--- src/rtl/tpwm_pkg.sv ---
package tpwm_pkg;

    localparam int unsigned INSTR_W_DEF = 32;
    localparam int unsigned LEVEL_W_DEF = 8;
    localparam int unsigned OPC_W       = 5;
    localparam int unsigned LEVEL_LSB   = 5;
    localparam logic [OPC_W-1:0] OPC_PWM = 5'b11010;

    typedef enum logic {
        SLOPE_UP   = 1'b0,
        SLOPE_DOWN = 1'b1
    } slope_e;

    function automatic logic opc_is_pwm(input logic [INSTR_W_DEF-1:0] word);
        return word[OPC_W-1:0] == OPC_PWM;
    endfunction

    function automatic logic [LEVEL_W_DEF-1:0] level_of(input logic [INSTR_W_DEF-1:0] word);
        return word[LEVEL_LSB +: LEVEL_W_DEF];
    endfunction

endpackage

--- src/rtl/tpwm_carrier.sv ---
module tpwm_carrier
    import tpwm_pkg::*;
#(
    parameter int unsigned CNT_W = LEVEL_W_DEF
) (
    input  logic             clk,
    input  logic             rst,
    output logic [CNT_W-1:0] count,
    output slope_e           slope,
    output logic             at_valley,
    output logic             enter_valley
);

    localparam logic [CNT_W-1:0] PEAK = {CNT_W{1'b1}};
    localparam logic [CNT_W-1:0] ONE  = CNT_W'(1);

    always_ff @(posedge clk) begin
        if (rst) begin
            count <= '0;
            slope <= SLOPE_UP;
        end else begin
            unique case (slope)
                SLOPE_UP: begin
                    if (count == PEAK) begin
                        count <= PEAK - ONE;
                        slope <= SLOPE_DOWN;
                    end else begin
                        count <= count + ONE;
                    end
                end
                SLOPE_DOWN: begin
                    if (count == ONE) begin
                        count <= '0;
                        slope <= SLOPE_UP;
                    end else begin
                        count <= count - ONE;
                    end
                end
                default: begin
                    count <= '0;
                    slope <= SLOPE_UP;
                end
            endcase
        end
    end

    assign at_valley    = (count == '0);
    assign enter_valley = (slope == SLOPE_DOWN) && (count == ONE);


    peak_turn_chk: assert property (@(posedge clk) disable iff (rst)
        (count == PEAK) |=> (count == PEAK - ONE));


    valley_turn_chk: assert property (@(posedge clk) disable iff (rst)
        (count == '0) |=> (count == ONE));


    rise_step_chk: assert property (@(posedge clk) disable iff (rst)
        (slope == SLOPE_UP && count != PEAK) |=> (count == CNT_W'($past(count) + ONE)));

endmodule

--- src/rtl/tpwm_level.sv ---
module tpwm_level
    import tpwm_pkg::*;
#(
    parameter int unsigned INSTR_W = INSTR_W_DEF,
    parameter int unsigned LEVEL_W = LEVEL_W_DEF
) (
    input  logic               clk,
    input  logic               rst,
    input  logic [INSTR_W-1:0] instr,
    input  logic               load,
    input  logic               enter_valley,
    output logic [LEVEL_W-1:0] level_now
);

    logic [LEVEL_W-1:0] level_next;
    logic               take;
    logic [LEVEL_W-1:0] field;

    assign take  = load && (instr[OPC_W-1:0] == OPC_PWM);
    assign field = instr[LEVEL_LSB +: LEVEL_W];

    always_ff @(posedge clk) begin
        if (rst) begin
            level_next <= '0;
        end else if (take) begin
            level_next <= field;
        end
    end

    always_ff @(posedge clk) begin
        if (rst) begin
            level_now <= '0;
        end else if (enter_valley) begin
            level_now <= level_next;
        end
    end


    capture_chk: assert property (@(posedge clk) disable iff (rst)
        (load && instr[OPC_W-1:0] == OPC_PWM) |=> (level_next == $past(field)));


    reject_chk: assert property (@(posedge clk) disable iff (rst)
        !(load && instr[OPC_W-1:0] == OPC_PWM) |=> $stable(level_next));


    hold_midperiod_chk: assert property (@(posedge clk) disable iff (rst)
        !enter_valley |=> $stable(level_now));


    apply_chk: assert property (@(posedge clk) disable iff (rst)
        enter_valley |=> (level_now == $past(level_next)));

endmodule

--- src/rtl/tpwm_compare.sv ---
module tpwm_compare
    import tpwm_pkg::*;
#(
    parameter int unsigned LEVEL_W = LEVEL_W_DEF
) (
    input  logic               clk,
    input  logic               rst,
    input  logic [LEVEL_W-1:0] level_now,
    input  logic [LEVEL_W-1:0] count,
    output logic               pwm_a,
    output logic               pwm_b
);

    localparam logic [LEVEL_W-1:0] PEAK = {LEVEL_W{1'b1}};

    always_comb begin
        pwm_a = (level_now > count);
        pwm_b = ~pwm_a;
    end


    zero_level_chk: assert property (@(posedge clk) disable iff (rst)
        (level_now == '0) |-> !pwm_a);


    peak_low_chk: assert property (@(posedge clk) disable iff (rst)
        (count == PEAK) |-> !pwm_a);

endmodule

--- src/rtl/tri_pwm_gen.sv ---
module tri_pwm_gen
    import tpwm_pkg::*;
#(
    parameter int unsigned INSTR_W = INSTR_W_DEF,
    parameter int unsigned LEVEL_W = LEVEL_W_DEF
) (
    input  logic               clk,
    input  logic               rst,
    input  logic [INSTR_W-1:0] instr,
    input  logic               load,
    output logic               pwm_a,
    output logic               pwm_b,
    output logic               valley
);

    logic [LEVEL_W-1:0] count;
    slope_e             slope;
    logic               enter_valley;
    logic [LEVEL_W-1:0] level_now;

    tpwm_carrier #(.CNT_W(LEVEL_W)) u_carrier (
        .clk          (clk),
        .rst          (rst),
        .count        (count),
        .slope        (slope),
        .at_valley    (valley),
        .enter_valley (enter_valley)
    );

    tpwm_level #(.INSTR_W(INSTR_W), .LEVEL_W(LEVEL_W)) u_level (
        .clk          (clk),
        .rst          (rst),
        .instr        (instr),
        .load         (load),
        .enter_valley (enter_valley),
        .level_now    (level_now)
    );

    tpwm_compare #(.LEVEL_W(LEVEL_W)) u_compare (
        .clk       (clk),
        .rst       (rst),
        .level_now (level_now),
        .count     (count),
        .pwm_a     (pwm_a),
        .pwm_b     (pwm_b)
    );


    valley_width_chk: assert property (@(posedge clk) disable iff (rst)
        valley |=> !valley);


    complement_chk: assert property (@(posedge clk) disable iff (rst)
        pwm_b != pwm_a);

endmodule

--- config.mk ---
export PLATFORM = sky130hd
export DESIGN_NAME = tri_pwm_gen
export DESIGN_NICKNAME = d
export VERILOG_FILES = /design/src/rtl/tpwm_pkg.sv /design/src/rtl/tpwm_carrier.sv /design/src/rtl/tpwm_level.sv /design/src/rtl/tpwm_compare.sv /design/src/rtl/tri_pwm_gen.sv
export SDC_FILE = /design/constraint.sdc
export NUM_CORES = 1
export LEC_CHECK = 0
export ABC_CLOCK_PERIOD_IN_PS = 1850
export BUFFER_PORTS_ARGS = -buffer_cell sky130_fd_sc_hd__buf_4
export CAP_MARGIN = 25
export CORE_MARGIN = 3
export CORE_UTILIZATION = 50
export DETAILED_ROUTE_END_ITERATION = 10
export GPL_ROUTABILITY_DRIVEN = 1
export HOLD_SLACK_MARGIN = 0.15
export PLACE_DENSITY = 0.75
export SYNTH_ARGS = -nofsm -noshare
export SYNTH_HDL_FRONTEND = slang
export SYNTH_SLANG_ARGS = --single-unit
--- constraint.sdc ---
create_clock -name clk -period 1.85 [get_ports clk]
set_input_delay 0.2775 -clock clk [delete_from_list [all_inputs] [get_ports clk]]
set_output_delay 0.2775 -clock clk [all_outputs]
set_load 0.01 [all_outputs]
==> flow_summary.yaml <==
run_status:
  status: "finished with violations"
  violations: "setup timing"
critical_path:
  critical_path_class: "flop to output port"
  crit_fanout: 3
  reg2regPathDepth: 6
  critical_path_arrival_ns: 1.92
  worstSetupStartpointType: "flop"
  required_ns: 1.57
  critPathCaptureType: "output port"
drt:
  vias_per_cell: 5.83
  detailed_route_via_count: 1248
  antenna_violating_nets_post_route: 0
  post_drt_wl_per_cell_um: 14.0
  post-route-drc-count: 0
  totalWireLength_mm: 3.00
  drt-initial-drc-count: 45
  drt_pre_antenna_iters: 4
grt:
  grtUsageTotal_pct: 19.1
  grt.met2_usage_pct: 31.9
  pin_count_of_the_biggest_net_entering_global_routing: 25
  use_met1_pct: 23.7
  met3_usage_pct: 5.18
  grt_antenna_before_repair: 0
  busiest_layer: "met2"
  global_route_wire_length_before_repair_mm: 5.28
  total_congestion_overflow: 0
  first_global_vias: 1189
placement:
  hpwl_mm: 2.32
  port_buffer_count: 18
  post-place-cells: 210
  gpl.final_weighted_congestion: 0.798
final_layout:
  post-route-util_pct: 66.9
  layout.filler_cells: 211
  final_standard_cell_count_with_taps_included_and_fillers_excluded: 214
  nets: 231
  areaGrowthSynthToFinish_pct: 20.6
  layout-drive-gt1-share_pct: 33.2
  antenna-diode-count: 0
sta:
  final.period_utilization_pct: 119
  report.final.hold_viol_count: 0
  rsz_0062_raised_after_global_routing: "yes"
  layout_setup_ws_ns: -0.347
  timing.setup.tns_ns: -0.981
  achievable-frequency_ghz: 0.455
  worst_clock_skew_ns: 0.000909
  worst_hold_slack_ns: 0.170
  drv_slew: 0
  worst_slew_margin_rel_pct: 72.4
  worst-slew-pin-transition_ns: 0.414
  fin_crit_ns: 2.20
  finalSetupViolations: 3
clock_network:
  clock_slew_seen_by_the_registers_of_the_worst_setup_and_hold_paths_ns: 0.15
  numClockSinks: 25
  cts.htree.levels: 1
  worst_skew_pair.late_latency_ns: 0.33
  tritoncts_clock_tree: "done"
  cts_buffer_depth: 2
  cts_setup_buffers: 0
  tritoncts.num_buffers: 3
  cts_hold_buf: 0
  cts.root.buffer_cell: "sky130_fd_sc_hd__clkbuf_4"
synth:
  synth.top_cell.area_share_pct: 34.2
  synth_area_leader_cell: "sky130_fd_sc_hd__dfxtp_1"
  post_synth.cell_area_avg_um2: 9.31
  postSynth.asyncResetShare_pct: 0
  synth_cell_type_count: 42
  post_synth_most_frequent_cells: "25 x sky130_fd_sc_hd__dfxtp_1, 21 x sky130_fd_sc_hd__nor2_1, 16 x sky130_fd_sc_hd__mux2i_1"
  syn_inst: 157
  synthMostInstantiatedCell: "sky130_fd_sc_hd__dfxtp_1"
  yosys_warnings: 0
  yosys_most_used_dff: "sky130_fd_sc_hd__dfxtp_1"
  mappedNetlistArea_um2: 1460
  ranking_of_synthesized_cells_by_area: "sky130_fd_sc_hd__dfxtp_1 34%, sky130_fd_sc_hd__mux2i_1 11%, sky130_fd_sc_hd__ha_1 9.4%"
  postSynthRegisterBits: 25
  yosysSeqAreaShare_pct: 34.2
  net_count_of_the_mapped_netlist: 203
  synth_edf_count: 0
pwr:
  switching_share_pct: 28.8
  ir_drop_mv: 0.720
  cellInternalPower_w: 0.000785
  power_switching_w: 0.000318
  power.combinational.fraction_pct: 25.1
  p_leak_nw: 0.753
  total_power_w: 0.00110
  p_per_area_nw_per_um2: 626
  clock_power_share_pct: 24.2
  pwr-share-seq_pct: 50.7
die:
  die_w_um: 60.1
  ios: 38
  floorplan.die.height_um: 60.1
  floorplan.rows: 18
  design.die.area_um2: 3610
  core_area_um2: 2640
  start_util_pct: 55.5
hold_path:
  hp-class: "primary input to flop"
  number_of_instances_on_the_worst_hold_path: 3
job:
  max_cap_check_violation_count: 0
==> placed cells by master, fill, tap and decap left out, types with 2 or more instances in the layout <==
| cell type | netlist | routed |
|---|---|---|
| sky130_fd_sc_hd__o21a_1 | 4 | 4 |
| sky130_fd_sc_hd__clkbuf_4 | 0 | 3 |
| sky130_fd_sc_hd__o31ai_1 | 4 | 3 |
| sky130_fd_sc_hd__nand2b_1 | 2 | 2 |
| sky130_fd_sc_hd__dfxtp_2 | 0 | 4 |
| sky130_fd_sc_hd__nand2_1 | 5 | 5 |
| sky130_fd_sc_hd__buf_4 | 0 | 31 |
| sky130_fd_sc_hd__a21oi_1 | 7 | 5 |
| sky130_fd_sc_hd__ha_1 | 11 | 9 |
| sky130_fd_sc_hd__a31oi_1 | 3 | 3 |
| sky130_fd_sc_hd__nor2_1 | 21 | 21 |
| sky130_fd_sc_hd__xnor2_1 | 2 | 2 |
| sky130_fd_sc_hd__a221oi_1 | 2 | 2 |
| sky130_fd_sc_hd__nand4_1 | 4 | 4 |
| sky130_fd_sc_hd__nand3_1 | 3 | 3 |
| sky130_fd_sc_hd__inv_1 | 12 | 10 |
| sky130_fd_sc_hd__mux2i_1 | 16 | 16 |
| sky130_fd_sc_hd__a21oi_2 | 0 | 2 |
| sky130_fd_sc_hd__nor3_1 | 4 | 3 |
| sky130_fd_sc_hd__inv_2 | 0 | 2 |
| sky130_fd_sc_hd__dfxtp_1 | 25 | 21 |
==> sequential cells by signal (all words and copies together), names as in the netlist <==
register,count
u_carrier.slope,1
u_carrier.count,8
u_level.level_next,8
u_level.level_now,8
==> worst paths after layout <==
kind | slack, ns | start | to
hold reg to reg | 0.51 | u_level.level_next[7] | u_level.level_next[7]
setup reg to reg | 0.04 | u_carrier.count[1] | u_carrier.count[4]
setup / recovery | -0.35 | u_carrier.count[1] | pwm_a
hold / removal | 0.17 | instr[12] | u_level.level_next[7]
==> power groups by stage <==
stage	Combinational (W)	Sequential [W]	Clock, W
CTS	0.000275	0.000559	0.000280
detailed placement	0.000260	0.000569	0
global placement	0.000250	0.000569	0
finish	0.000277	0.000560	0.000267
global route	0.000305	0.000561	0.000297
floorplan	0.000159	0.000572	0
==> per-layer routing <==
layer  share of wire, %  vias to the layer above  wire length [um]
met5                  0                        -                 0
met4                1.2                        0                37
met3                5.6                        6               169
met2                 50                       42              1490
met1                 43                      577              1310
li1                   -                      623                 -
==> worst max-delay path, stage by stage, from the launching register on <==
cell and delay, ns:
sky130_fd_sc_hd__dfxtp_2 0.37, sky130_fd_sc_hd__inv_2 0.05, sky130_fd_sc_hd__ha_1 0.30, sky130_fd_sc_hd__nor2b_1 0.13
sky130_fd_sc_hd__o21a_1 0.16, sky130_fd_sc_hd__o21a_1 0.18, sky130_fd_sc_hd__o31a_1 0.25, sky130_fd_sc_hd__buf_4 0.14
==> timing repair <==
item / 4_1_cts / 5_1_grt
gates resized for setup: 13 / 5
setup endpoints to repair: 4 / 4
pin swaps: 0 / 0
==> through the flow <==
stage / setup WS (ns) / area, um^2
after detailed placement: -0.0492 / 1680
after global routing: -0.413 / 1760
after floorplan: 0.00989 / 1460
after global placement: -0.0217 / 1680
final: -0.347 / 1760
after CTS: -0.339 / 1740
==> cell type report <==
class                      instances  area (um^2)  share of cell area, %
timing repair buffer              31          233                   13.2
sequential                        25          505                   28.7
clock buffer                       3         22.5                   1.28
clock inverter                     1         8.76                  0.497
multi-input combinational        112          911                   51.7
inverter                          12         45.0                   2.56
tap                               30         37.5                   2.13
==> logic make-up after synthesis <==
kind of cell,share of synthesized area (%)
multiplexers,13.3
buffers and inverters,6.85
AND/OR/NAND/NOR,20.0
flip-flops,34.2
AO/OA/AOI/OAI,15.0
XOR/XNOR,1.20
adder cells (fa/ha/maj),9.42
(Power assumes the default switching activity.)
